### src/rtl/mxbus_pkg.sv
package mxbus_pkg;
  typedef enum logic [2:0] {
    ST_IDLE = 3'd0,
    ST_T1   = 3'd1,
    ST_T2   = 3'd2,
    ST_T3   = 3'd3,
    ST_TW   = 3'd4,
    ST_T4   = 3'd5
  } bus_state_t;

  localparam int LANE_W = 8;
endpackage

### src/rtl/mxbus_fsm.sv
module mxbus_fsm
  import mxbus_pkg::*;
(
  input  logic       clk,
  input  logic       rst,
  input  logic       go,
  input  logic       ready,
  output bus_state_t state_q,
  output bus_state_t state_d,
  output logic       sample,
  output logic       done_q
);
  always_comb begin
    state_d = state_q;
    case (state_q)
      ST_IDLE: if (go) state_d = ST_T1;
      ST_T1:   state_d = ST_T2;
      ST_T2:   state_d = ST_T3;
      ST_T3:   state_d = ready ? ST_T4 : ST_TW;
      ST_TW:   state_d = ready ? ST_T4 : ST_TW;
      ST_T4:   state_d = ST_IDLE;
      default: state_d = ST_IDLE;
    endcase
  end

  assign sample = ((state_q == ST_T3) || (state_q == ST_TW)) && ready;

  always_ff @(posedge clk) begin
    if (rst) begin
      state_q <= ST_IDLE;
      done_q  <= 1'b0;
    end else begin
      state_q <= state_d;
      done_q  <= (state_q == ST_T4);
    end
  end
endmodule

### src/rtl/mxbus_drive.sv
module mxbus_drive
  import mxbus_pkg::*;
#(
  parameter int ADDR_W = 20,
  parameter int DATA_W = 16,
  localparam int HI_W  = ADDR_W - DATA_W
) (
  input  logic              clk,
  input  logic              rst,
  input  logic              accept,
  input  bus_state_t        state_d,
  input  logic              req_rd,
  input  logic              req_mem,
  input  logic              req_word,
  input  logic [ADDR_W-1:0] req_addr,
  input  logic [DATA_W-1:0] req_wdata,
  input  logic [HI_W-1:0]   req_stat,
  output logic [DATA_W-1:0] ad_o,
  output logic              ad_oe,
  output logic [HI_W-1:0]   as_o,
  output logic              bhe_n,
  output logic              ale,
  output logic              rd_n,
  output logic              wr_n,
  output logic              den_n,
  output logic              dtr,
  output logic              mio
);
  logic              h_rd, h_mem, h_word;
  logic [ADDR_W-1:0] h_addr;
  logic [DATA_W-1:0] h_wdata;
  logic [HI_W-1:0]   h_stat;

  logic              s_rd, s_mem, s_word;
  logic [ADDR_W-1:0] s_addr;
  logic [DATA_W-1:0] s_wdata;
  logic [HI_W-1:0]   s_stat;
  logic              s_a0, s_bhe_n;

  // fields of the running transfer, taken straight from the request on accept
  assign s_rd    = accept ? req_rd    : h_rd;
  assign s_mem   = accept ? req_mem   : h_mem;
  assign s_word  = accept ? req_word  : h_word;
  assign s_addr  = accept ? req_addr  : h_addr;
  assign s_wdata = accept ? req_wdata : h_wdata;
  assign s_stat  = accept ? req_stat  : h_stat;

  // byte selection: word forces A0 low, odd byte raises A0 and enables the high lane
  assign s_a0    = s_addr[0] & ~s_word;
  assign s_bhe_n = ~(s_word | s_addr[0]);

  always_ff @(posedge clk) begin
    if (rst) begin
      h_rd    <= 1'b1;
      h_mem   <= 1'b1;
      h_word  <= 1'b1;
      h_addr  <= '0;
      h_wdata <= '0;
      h_stat  <= '0;
    end else if (accept) begin
      h_rd    <= req_rd;
      h_mem   <= req_mem;
      h_word  <= req_word;
      h_addr  <= req_addr;
      h_wdata <= req_wdata;
      h_stat  <= req_stat;
    end
  end

  always_ff @(posedge clk) begin
    if (rst) begin
      ad_o  <= '0;
      ad_oe <= 1'b0;
      as_o  <= '0;
      bhe_n <= 1'b1;
      ale   <= 1'b0;
      rd_n  <= 1'b1;
      wr_n  <= 1'b1;
      den_n <= 1'b1;
      dtr   <= 1'b1;
      mio   <= 1'b1;
    end else begin
      case (state_d)
        ST_T1: begin
          ad_o  <= {s_addr[DATA_W-1:1], s_a0};
          ad_oe <= 1'b1;
          as_o  <= s_addr[ADDR_W-1:DATA_W];
          bhe_n <= s_bhe_n;
          ale   <= 1'b1;
          rd_n  <= 1'b1;
          wr_n  <= 1'b1;
          den_n <= 1'b1;
          dtr   <= ~s_rd;
          mio   <= s_mem;
        end
        ST_T2, ST_T3, ST_TW: begin
          ad_o  <= s_rd ? '0 : s_wdata;
          ad_oe <= ~s_rd;
          as_o  <= s_stat;
          bhe_n <= 1'b0;
          ale   <= 1'b0;
          rd_n  <= ~s_rd;
          wr_n  <= s_rd;
          den_n <= 1'b0;
          dtr   <= ~s_rd;
          mio   <= s_mem;
        end
        ST_T4: begin
          ad_o  <= s_rd ? '0 : s_wdata;
          ad_oe <= ~s_rd;
          as_o  <= s_stat;
          bhe_n <= 1'b0;
          ale   <= 1'b0;
          rd_n  <= 1'b1;
          wr_n  <= 1'b1;
          den_n <= 1'b0;
          dtr   <= ~s_rd;
          mio   <= s_mem;
        end
        default: begin
          ad_o  <= '0;
          ad_oe <= 1'b0;
          as_o  <= '0;
          bhe_n <= 1'b1;
          ale   <= 1'b0;
          rd_n  <= 1'b1;
          wr_n  <= 1'b1;
          den_n <= 1'b1;
          dtr   <= 1'b1;
          mio   <= mio;
        end
      endcase
    end
  end
endmodule

### src/rtl/mxbus_alatch.sv
module mxbus_alatch
  import mxbus_pkg::*;
#(
  parameter int WIDTH = 21,
  localparam int NSL  = (WIDTH + LANE_W - 1) / LANE_W
) (
  input  logic             clk,
  input  logic             rst,
  input  logic             stb,
  input  logic [WIDTH-1:0] din,
  output logic [WIDTH-1:0] q
);
  for (genvar g = 0; g < NSL; g++) begin : g_slice
    localparam int LO = g * LANE_W;
    localparam int HI = (LO + LANE_W > WIDTH) ? WIDTH - 1 : LO + LANE_W - 1;
    logic [HI-LO:0] slice_q;
    always_ff @(posedge clk) begin
      if (rst)      slice_q <= '0;
      else if (stb) slice_q <= din[HI:LO];
    end
    assign q[HI:LO] = slice_q;
  end
endmodule

### src/rtl/mxbus_seq.sv
module mxbus_seq
  import mxbus_pkg::*;
#(
  parameter int ADDR_W = 20,
  parameter int DATA_W = 16,
  localparam int HI_W  = ADDR_W - DATA_W
) (
  input  logic              clk,
  input  logic              rst,
  input  logic              req_valid,
  output logic              req_ready,
  input  logic              req_rd,
  input  logic              req_mem,
  input  logic              req_word,
  input  logic [ADDR_W-1:0] req_addr,
  input  logic [DATA_W-1:0] req_wdata,
  input  logic [HI_W-1:0]   req_stat,
  output logic              done,
  output logic [DATA_W-1:0] rdata,
  input  logic              ready,
  output logic [DATA_W-1:0] ad_o,
  output logic              ad_oe,
  input  logic [DATA_W-1:0] ad_i,
  output logic [HI_W-1:0]   as_o,
  output logic              bhe_n,
  output logic              ale,
  output logic              rd_n,
  output logic              wr_n,
  output logic              den_n,
  output logic              dtr,
  output logic              mio,
  output logic [ADDR_W-1:0] lat_addr,
  output logic              lat_bhe_n
);
  bus_state_t        state_q, state_d;
  logic              accept, sample;
  logic [DATA_W-1:0] rdata_q;
  logic [ADDR_W:0]   lat_q;

  assign req_ready = (state_q == ST_IDLE);
  assign accept    = req_valid && req_ready;

  mxbus_fsm u_fsm (
    .clk     (clk),
    .rst     (rst),
    .go      (accept),
    .ready   (ready),
    .state_q (state_q),
    .state_d (state_d),
    .sample  (sample),
    .done_q  (done)
  );

  mxbus_drive #(.ADDR_W(ADDR_W), .DATA_W(DATA_W)) u_drive (
    .clk       (clk),
    .rst       (rst),
    .accept    (accept),
    .state_d   (state_d),
    .req_rd    (req_rd),
    .req_mem   (req_mem),
    .req_word  (req_word),
    .req_addr  (req_addr),
    .req_wdata (req_wdata),
    .req_stat  (req_stat),
    .ad_o      (ad_o),
    .ad_oe     (ad_oe),
    .as_o      (as_o),
    .bhe_n     (bhe_n),
    .ale       (ale),
    .rd_n      (rd_n),
    .wr_n      (wr_n),
    .den_n     (den_n),
    .dtr       (dtr),
    .mio       (mio)
  );

  mxbus_alatch #(.WIDTH(ADDR_W + 1)) u_latch (
    .clk (clk),
    .rst (rst),
    .stb (ale),
    .din ({bhe_n, as_o, ad_o}),
    .q   (lat_q)
  );

  assign lat_addr  = lat_q[ADDR_W-1:0];
  assign lat_bhe_n = lat_q[ADDR_W];

  always_ff @(posedge clk) begin
    if (rst)         rdata_q <= '0;
    else if (sample) rdata_q <= ad_i;
  end
  assign rdata = rdata_q;
endmodule

### config.mk
export PLATFORM = sky130hd
export DESIGN_NAME = mxbus_seq
export DESIGN_NICKNAME = d
export VERILOG_FILES = /design/src/rtl/mxbus_pkg.sv /design/src/rtl/mxbus_fsm.sv /design/src/rtl/mxbus_drive.sv /design/src/rtl/mxbus_alatch.sv /design/src/rtl/mxbus_seq.sv
export SDC_FILE = /design/constraint.sdc
export NUM_CORES = 1
export LEC_CHECK = 0
export ABC_AREA = 1
export BUFFER_PORTS_ARGS = -buffer_cell sky130_fd_sc_hd__buf_4
export CAP_MARGIN = 20
export CORE_MARGIN = 4
export CORE_UTILIZATION = 49
export CTS_BUF_LIST = sky130_fd_sc_hd__clkbuf_4 sky130_fd_sc_hd__clkbuf_8
export CTS_CLUSTER_SIZE = 28
export DETAILED_ROUTE_END_ITERATION = 7
export GPL_ROUTABILITY_DRIVEN = 0
export PLACE_DENSITY_LB_ADDON = 0.1
export RECOVER_POWER = 50
export REMOVE_ABC_BUFFERS = 1
export SYNTH_ARGS = -nofsm -noshare
export SYNTH_HDL_FRONTEND = slang
export SYNTH_SLANG_ARGS = --single-unit
### constraint.sdc
create_clock -name clk -period 3.5 [get_ports clk]
set_input_delay 0.7 -clock clk [delete_from_list [all_inputs] [get_ports clk]]
set_output_delay 0.7 -clock clk [all_outputs]
set_load 0.02 [all_outputs]
==> flow_summary.yaml, run 1 <==
run_status:
  outcome: "finished clean"
routing:
  vias: 3335
  via_per_inst: 5.099
  antenna_left: 0
  drt-pass1-iter-count: 4
  totalWireLength_um: 9227
  drt-wirelength-per-cell_um: 14.11
  dr.first_iter.drc_count: 159
  drc: 0
synth:
  synthFlopType: "dfxtp_1"
  synth-seq-area-share_pct: 52.97
  synth_common_cells: "103 x nand2_1, 96 x dfxtp_1, 49 x a21oi_1, 49 x nor2_1"
  yosysTopAreaCell: "dfxtp_1"
  ys_warn_count: 0
  synth-edff-count: 0
  syn_avg_cell_area_sq_um: 8.136
  ys_types: 25
  synthTopCellsByArea: "dfxtp_1 53%, nand2_1 11%, a21oi_1 6.8%"
  ys_ff_latch: 96
  syn-instance-count: 446
  synth.cell_area_sq_mm: 0.003628
  synthArstFlopShare_pct: 0
  yosysTopAreaCellShare_pct: 52.97
  synth_most_common_cell: "nand2_1"
min_path:
  holdPathStages: 2
  worstHoldStart: "u_drive.h_addr[19]"
  hold_class: "reg -> reg"
  hold_end: "u_drive.h_addr[19]"
final_layout:
  seqCellArea_sq_mm: 0.001922
  fillers: 737
  multi_input_area_sq_mm: 0.001435
  area_growth_syn_to_layout_pct: 23.21
  layout-drive-gt1-share_pct: 16.40
  fin_nets: 615
  diodes: 0
floorplanning:
  coreArea_sq_mm: 0.007214
  start_util_pct: 50.29
  rows: 31
  die_w_um: 94.05
  fp.dieArea_sq_mm: 0.008845
  die_h_um: 94.05
  io_pins: 130
pwr:
  internal-power_uw: 1722
  clkPwrFrac_pct: 31.3
  p_sw_share_pct: 29.69
  combPwrFrac_pct: 18.9
  ir_worst_vdd_mv: 0.2313
  leakage_uw: 0.001890
  seqPwrFrac_pct: 49.8
  p_switching_uw: 727.0
  p_per_area_mw_per_mm2: 547.8
  finalPower_uw: 2449
critical_path:
  r2r-start: "u_fsm.state_q[0]"
  crit_cells: 7
  critPathSlowestCell: "inv_2"
  ff2ff_setup_slack_ns: 0.80
  critical_path_class: "reg -> reg"
  r2r_end: "u_drive.as_o[2]"
  worstPathRequired_ns: 3.81
  rr_worst_depth: 7
  critPathBufInv: 1
  critical_path.top_delay_family: "simple AND/OR/NAND/NOR gates"
  cpMostUsedCell: "nand2_1"
  crit_chain: "nor2_4 -> nand3_2 -> inv_2 -> nand2_1 -> a21oi_1 -> nand2_1 -> nand2_1"
  slowest_delay_ns: 0.68
  arrival_ns: 3.01
  worstPathMaxFanout: 33
  endpoint_kind: "register"
  startpoint_type: "register"
global_route:
  first_global_vias: 3100
  antenna_found_initial: 0
  grt_pass1_wl_um: 14560
  grt_use_total_pct: 20.84
  grt_remaining_overflow: 0
  grt_start_max_net_pins: 66
timing:
  rsz0062_at_grt: "no"
  slew_headroom_pct: 7.405
  setup_viol: 0
  min_period_over_period_pct: 77.01
  hold_viol: 0
  tightest_slew_ns: 1.389
  slew_viol_final: 0
  fin_tns_setup_ns: 0
  min_period_ns: 2.695
  fin_skew_ns: 0.01105
  fmax_mhz: 371.0
placement:
  portBuffers: 129
  place_hpwl_um: 6075
clock_tree:
  cts_resized: 0
  htree_levels: 3
  cts_buffers: 9
  cts_buffer_depth: 2
  cts_tree: "yes"
  cts_root_buf: "clkbuf_8"
  path_clk_slew_ns: 0.10
  cts_sinks: 96
  clk_latency_ns: 0.36
  post-cts-setup-buffer-count: 0
  postCtsHoldBufs: 0
flow_run:
  max_cap_violations: 0
worst max-delay path by stage:
stage / start / to / slack (ns)
3_3_place_gp: req_valid / u_drive.as_o[0] / 0.93
5_1_grt: u_fsm.state_q[1] / u_drive.ad_o[5] / 0.51
3_5_place_dp: req_valid / u_drive.as_o[2] / 0.82
6_report: u_fsm.state_q[0] / u_drive.as_o[2] / 0.80
4_1_cts: u_fsm.state_q[0] / u_drive.as_o[2] / 0.82
2_1_floorplan: u_fsm.state_q[0] / u_drive.as_o[0] / 1.53
registers in the layout (all words and copies together) (netlist names), 3 cells and up:
name	flops
u_drive.h_stat	4
rdata	16
u_drive.as_o	4
u_fsm.state_q	3
u_latch.g_slice.slice_q	21
u_drive.h_addr	5
u_drive.h_wdata	16
u_drive.ad_o	16
routing by layer:
metal | wire [um] | global-route usage (%) | up-vias
met5 | 0 | 0 | -
met4 | 116 | 7.702 | 0
met3 | 771 | 5.929 | 12
met2 | 4389 | 35.19 | 109
met1 | 3949 | 25.13 | 1536
li1 | - | - | 1678
power groups by stage:
stage               clock network (uW)  registers (uW)  logic [uW]
finish                             768            1220         462
global route                       826            1230         513
CTS                                784            1220         509
detailed placement                   0            1250         507
global placement                     0            1240         498
floorplan                            0            1310         212
worst min-delay path: stages (launching register included):
cell     delay (ns)
dfxtp_1        0.31
inv_1          0.06
a21oi_1        0.05
per-stage QoR:
step / instance area (sq um) / setup slack (ns) / util, % / hold slack [ns] / instances
finish: 4471 / 0.8048 / 61.97 / 0.4639 / 654
CTS: 4740 / 0.8189 / 65.70 / 0.4613 / 654
floorplan: 3432 / 1.525 / - / 0.4317 / 411
global placement: 4532 / 0.9312 / 62.82 / 0.4444 / 640
detailed placement: 4532 / 0.8194 / 62.82 / 0.4483 / 640
global route: 4471 / 0.5094 / 61.97 / 0.4826 / 654
kinds of logic after synthesis:
group | after synthesis | share of synthesized area (%)
AOI/OAI and AO/OA | 86 | 13.52
buffers and inverters | 50 | 6.966
DFF | 96 | 52.97
and+or+nand+nor | 214 | 26.55
cell usage in the layout (no fill, tap or decap), drive strengths merged:
master / Yosys / routed
nor4: 1 / 1
o211ai: 2 / 2
nand3b: 16 / 16
nor2: 50 / 50
bufinv: 0 / 2
clkbuf: 14 / 76
buf: 21 / 63
clkinv: 0 / 1
inv: 15 / 15
nand4: 18 / 18
nand2: 105 / 105
o21ai: 25 / 25
dfxtp: 96 / 96
nand3: 24 / 24
a21oi: 59 / 59
clkinvlp: 0 / 2
cell type report:
cell class                      count  area share [%]
Clock inverter                      5           1.875
Clock buffer                        9           2.771
Sequential cell                    96           42.99
Tap cell                           99           2.771
Timing Repair Buffer              130           16.23
Inverter                           15           1.259
Multi-Input combinational cell    300           32.10
No activity file was read; power rests on OpenSTA's default activity.
==> run 2, diff against run 1 <==
clock period = 2.5 ns   (was 3.5 ns; I/O delays follow)
==> flow_summary.yaml, run 2 (synthesized netlist as in run 1, its figures left out) <==
critical_path:
  crit_chain: "inv_2 -> nand3_2 -> nand2_1 -> nand2_1 -> nand3_1 -> a21oi_1"
  r2r-start: "u_fsm.state_q[2]"
  endpoint_kind: "register"
  arrival_ns: 2.31
  r2r_end: "u_drive.ad_o[0]"
  rr_worst_depth: 6
  startpoint_type: "register"
  ff2ff_setup_slack_ns: 0.38
  slowest_delay_ns: 0.43
  worstPathMaxFanout: 25
  cpMostUsedCell: "nand2_1"
  critPathSlowestCell: "nand2_1"
  worstPathRequired_ns: 2.69
  critical_path_class: "reg -> reg"
timing:
  slew_viol_final: 0
  rsz0062_at_grt: "no"
  min_period_ns: 2.119
  fin_skew_ns: 0.01120
  setup_viol: 0
  slew_headroom_pct: 27.53
  min_period_over_period_pct: 84.76
  tightest_slew_ns: 1.087
  fin_tns_setup_ns: 0
  hold_viol: 0
  fmax_mhz: 471.9
  whs_ns: 0.3716
global_route:
  antenna_found_initial: 0
  grt_use_total_pct: 21.28
  first_global_vias: 3230
  grt_pass1_wl_um: 14810
  grt_remaining_overflow: 0
  grt_start_max_net_pins: 32
final_layout:
  area_growth_syn_to_layout_pct: 25.03
  final_cell_mix: "103 x nand2_1, 96 x dfxtp_1, 67 x buf_4"
  largest_reg_flops: 21
  stdcell_count: 660
  layout.cells.most_common: "nand2_1"
  top_register: "u_latch.g_slice.slice_q"
  diodes: 0
  layout-drive-gt1-share_pct: 18.18
  fin_nets: 619
routing:
  drt-wirelength-per-cell_um: 13.93
  routed.top_layer: "met4"
  drt-met1-wl_um: 3772
  dr.first_iter.drc_count: 151
  antenna_left: 0
  route.met2.wl_um: 4470
  totalWireLength_um: 9196
  vias: 3364
  via_per_inst: 5.097
  drc: 0
  dr_wl_met3_um: 812
  drt-pass1-iter-count: 5
clock_tree:
  clk_latency_ns: 0.36
  path_clk_slew_ns: 0.09
  cts_root_buf: "clkbuf_8"
  cts_resized: 0
  cts_tree: "yes"
  htree_levels: 3
  cts_sinks: 96
  postCtsHoldBufs: 0
  cts_buffers: 9
  cts_buffer_depth: 2
  post-cts-setup-buffer-count: 0
placement:
  portBuffers: 129
  place_hpwl_um: 6413
  placedCellCount: 644
pwr:
  leakage_uw: 0.001920
  ir_worst_vdd_mv: 0.3825
  finalPower_uw: 3487
  p_per_area_mw_per_mm2: 768.7
floorplanning:
  coreArea_sq_mm: 0.007214
  start_util_pct: 50.29
  rows: 31
  die_h_um: 94.05
  die_w_um: 94.05
  io_pins: 130
  fp.dieArea_sq_mm: 0.008845
flow_run:
  max_cap_violations: 0
min_path:
  hold_end: "u_drive.h_mem"
  holdPathStages: 3
  hold_class: "in -> reg"
  worstHoldStart: "req_mem"
run_status:
  outcome: "finished clean"
run 2: changes by cell type in the layout (fill, tap and decap cells not counted), sizes merged:
cell	previous run	this run
clkbuf	76	78
buf	63	67
run 2: worst max-delay path by stage:
stage / startpoint / to / cells past startpoint
detailed placement: req_valid / u_drive.ad_o[0] / 6
global placement: req_valid / u_drive.ad_o[9] / 6
floorplan: u_fsm.state_q[0] / u_drive.as_o[0] / 7
global route: u_fsm.state_q[2] / u_drive.ad_o[13] / 6
CTS: u_fsm.state_q[2] / u_drive.ad_o[0] / 6
finish: u_fsm.state_q[2] / u_drive.ad_o[0] / 6
run 2: worst max-delay path, delay by kind of cell, from the launching register on:
| family | cells | cell delay, ns |
|---|---|---|
| AO/OA/AOI/OAI | 1 | 0.08 |
| buffers and inverters | 1 | 0.34 |
| flip-flops | 1 | 0.31 |
| AND/OR/NAND/NOR | 4 | 1.20 |
run 2: through the flow:
stage                     utilization, %  setup slack [ns]  cell area, sq um
after global placement             63.23            0.4554              4562
after global routing               62.89            0.1397              4537
final                              62.89            0.3811              4537
after CTS                          66.35            0.4308              4787
after detailed placement           63.23            0.4019              4562
after floorplan                        -            0.5254              3432
run 2: power by group:
group | internal [uW] | leakage, uW | total, uW | switching (uW)
Clock | 600 | 0.000109 | 1120 | 522
Combinational | 217 | 0.00103 | 664 | 447
Sequential | 1650 | 0.000785 | 1700 | 52.1
Total | 2470 | 0.00192 | 3490 | 1020
run 2: layout make-up:
type                            instances  area (sq um)
Inverter                               15         56.30
Clock inverter                          5         80.08
Tap cell                               99         123.9
Clock buffer                           11         145.1
Multi-Input combinational cell        300          1454
Sequential cell                        96          1922
Fill cell                             700          2678
Timing Repair Buffer                  134         755.7
run 2: routing by layer:
layer	global-route usage, %	up-vias
met5	0	-
met4	8.183	0
met3	6.170	13
met2	36.49	120
met1	24.97	1543
li1	-	1688
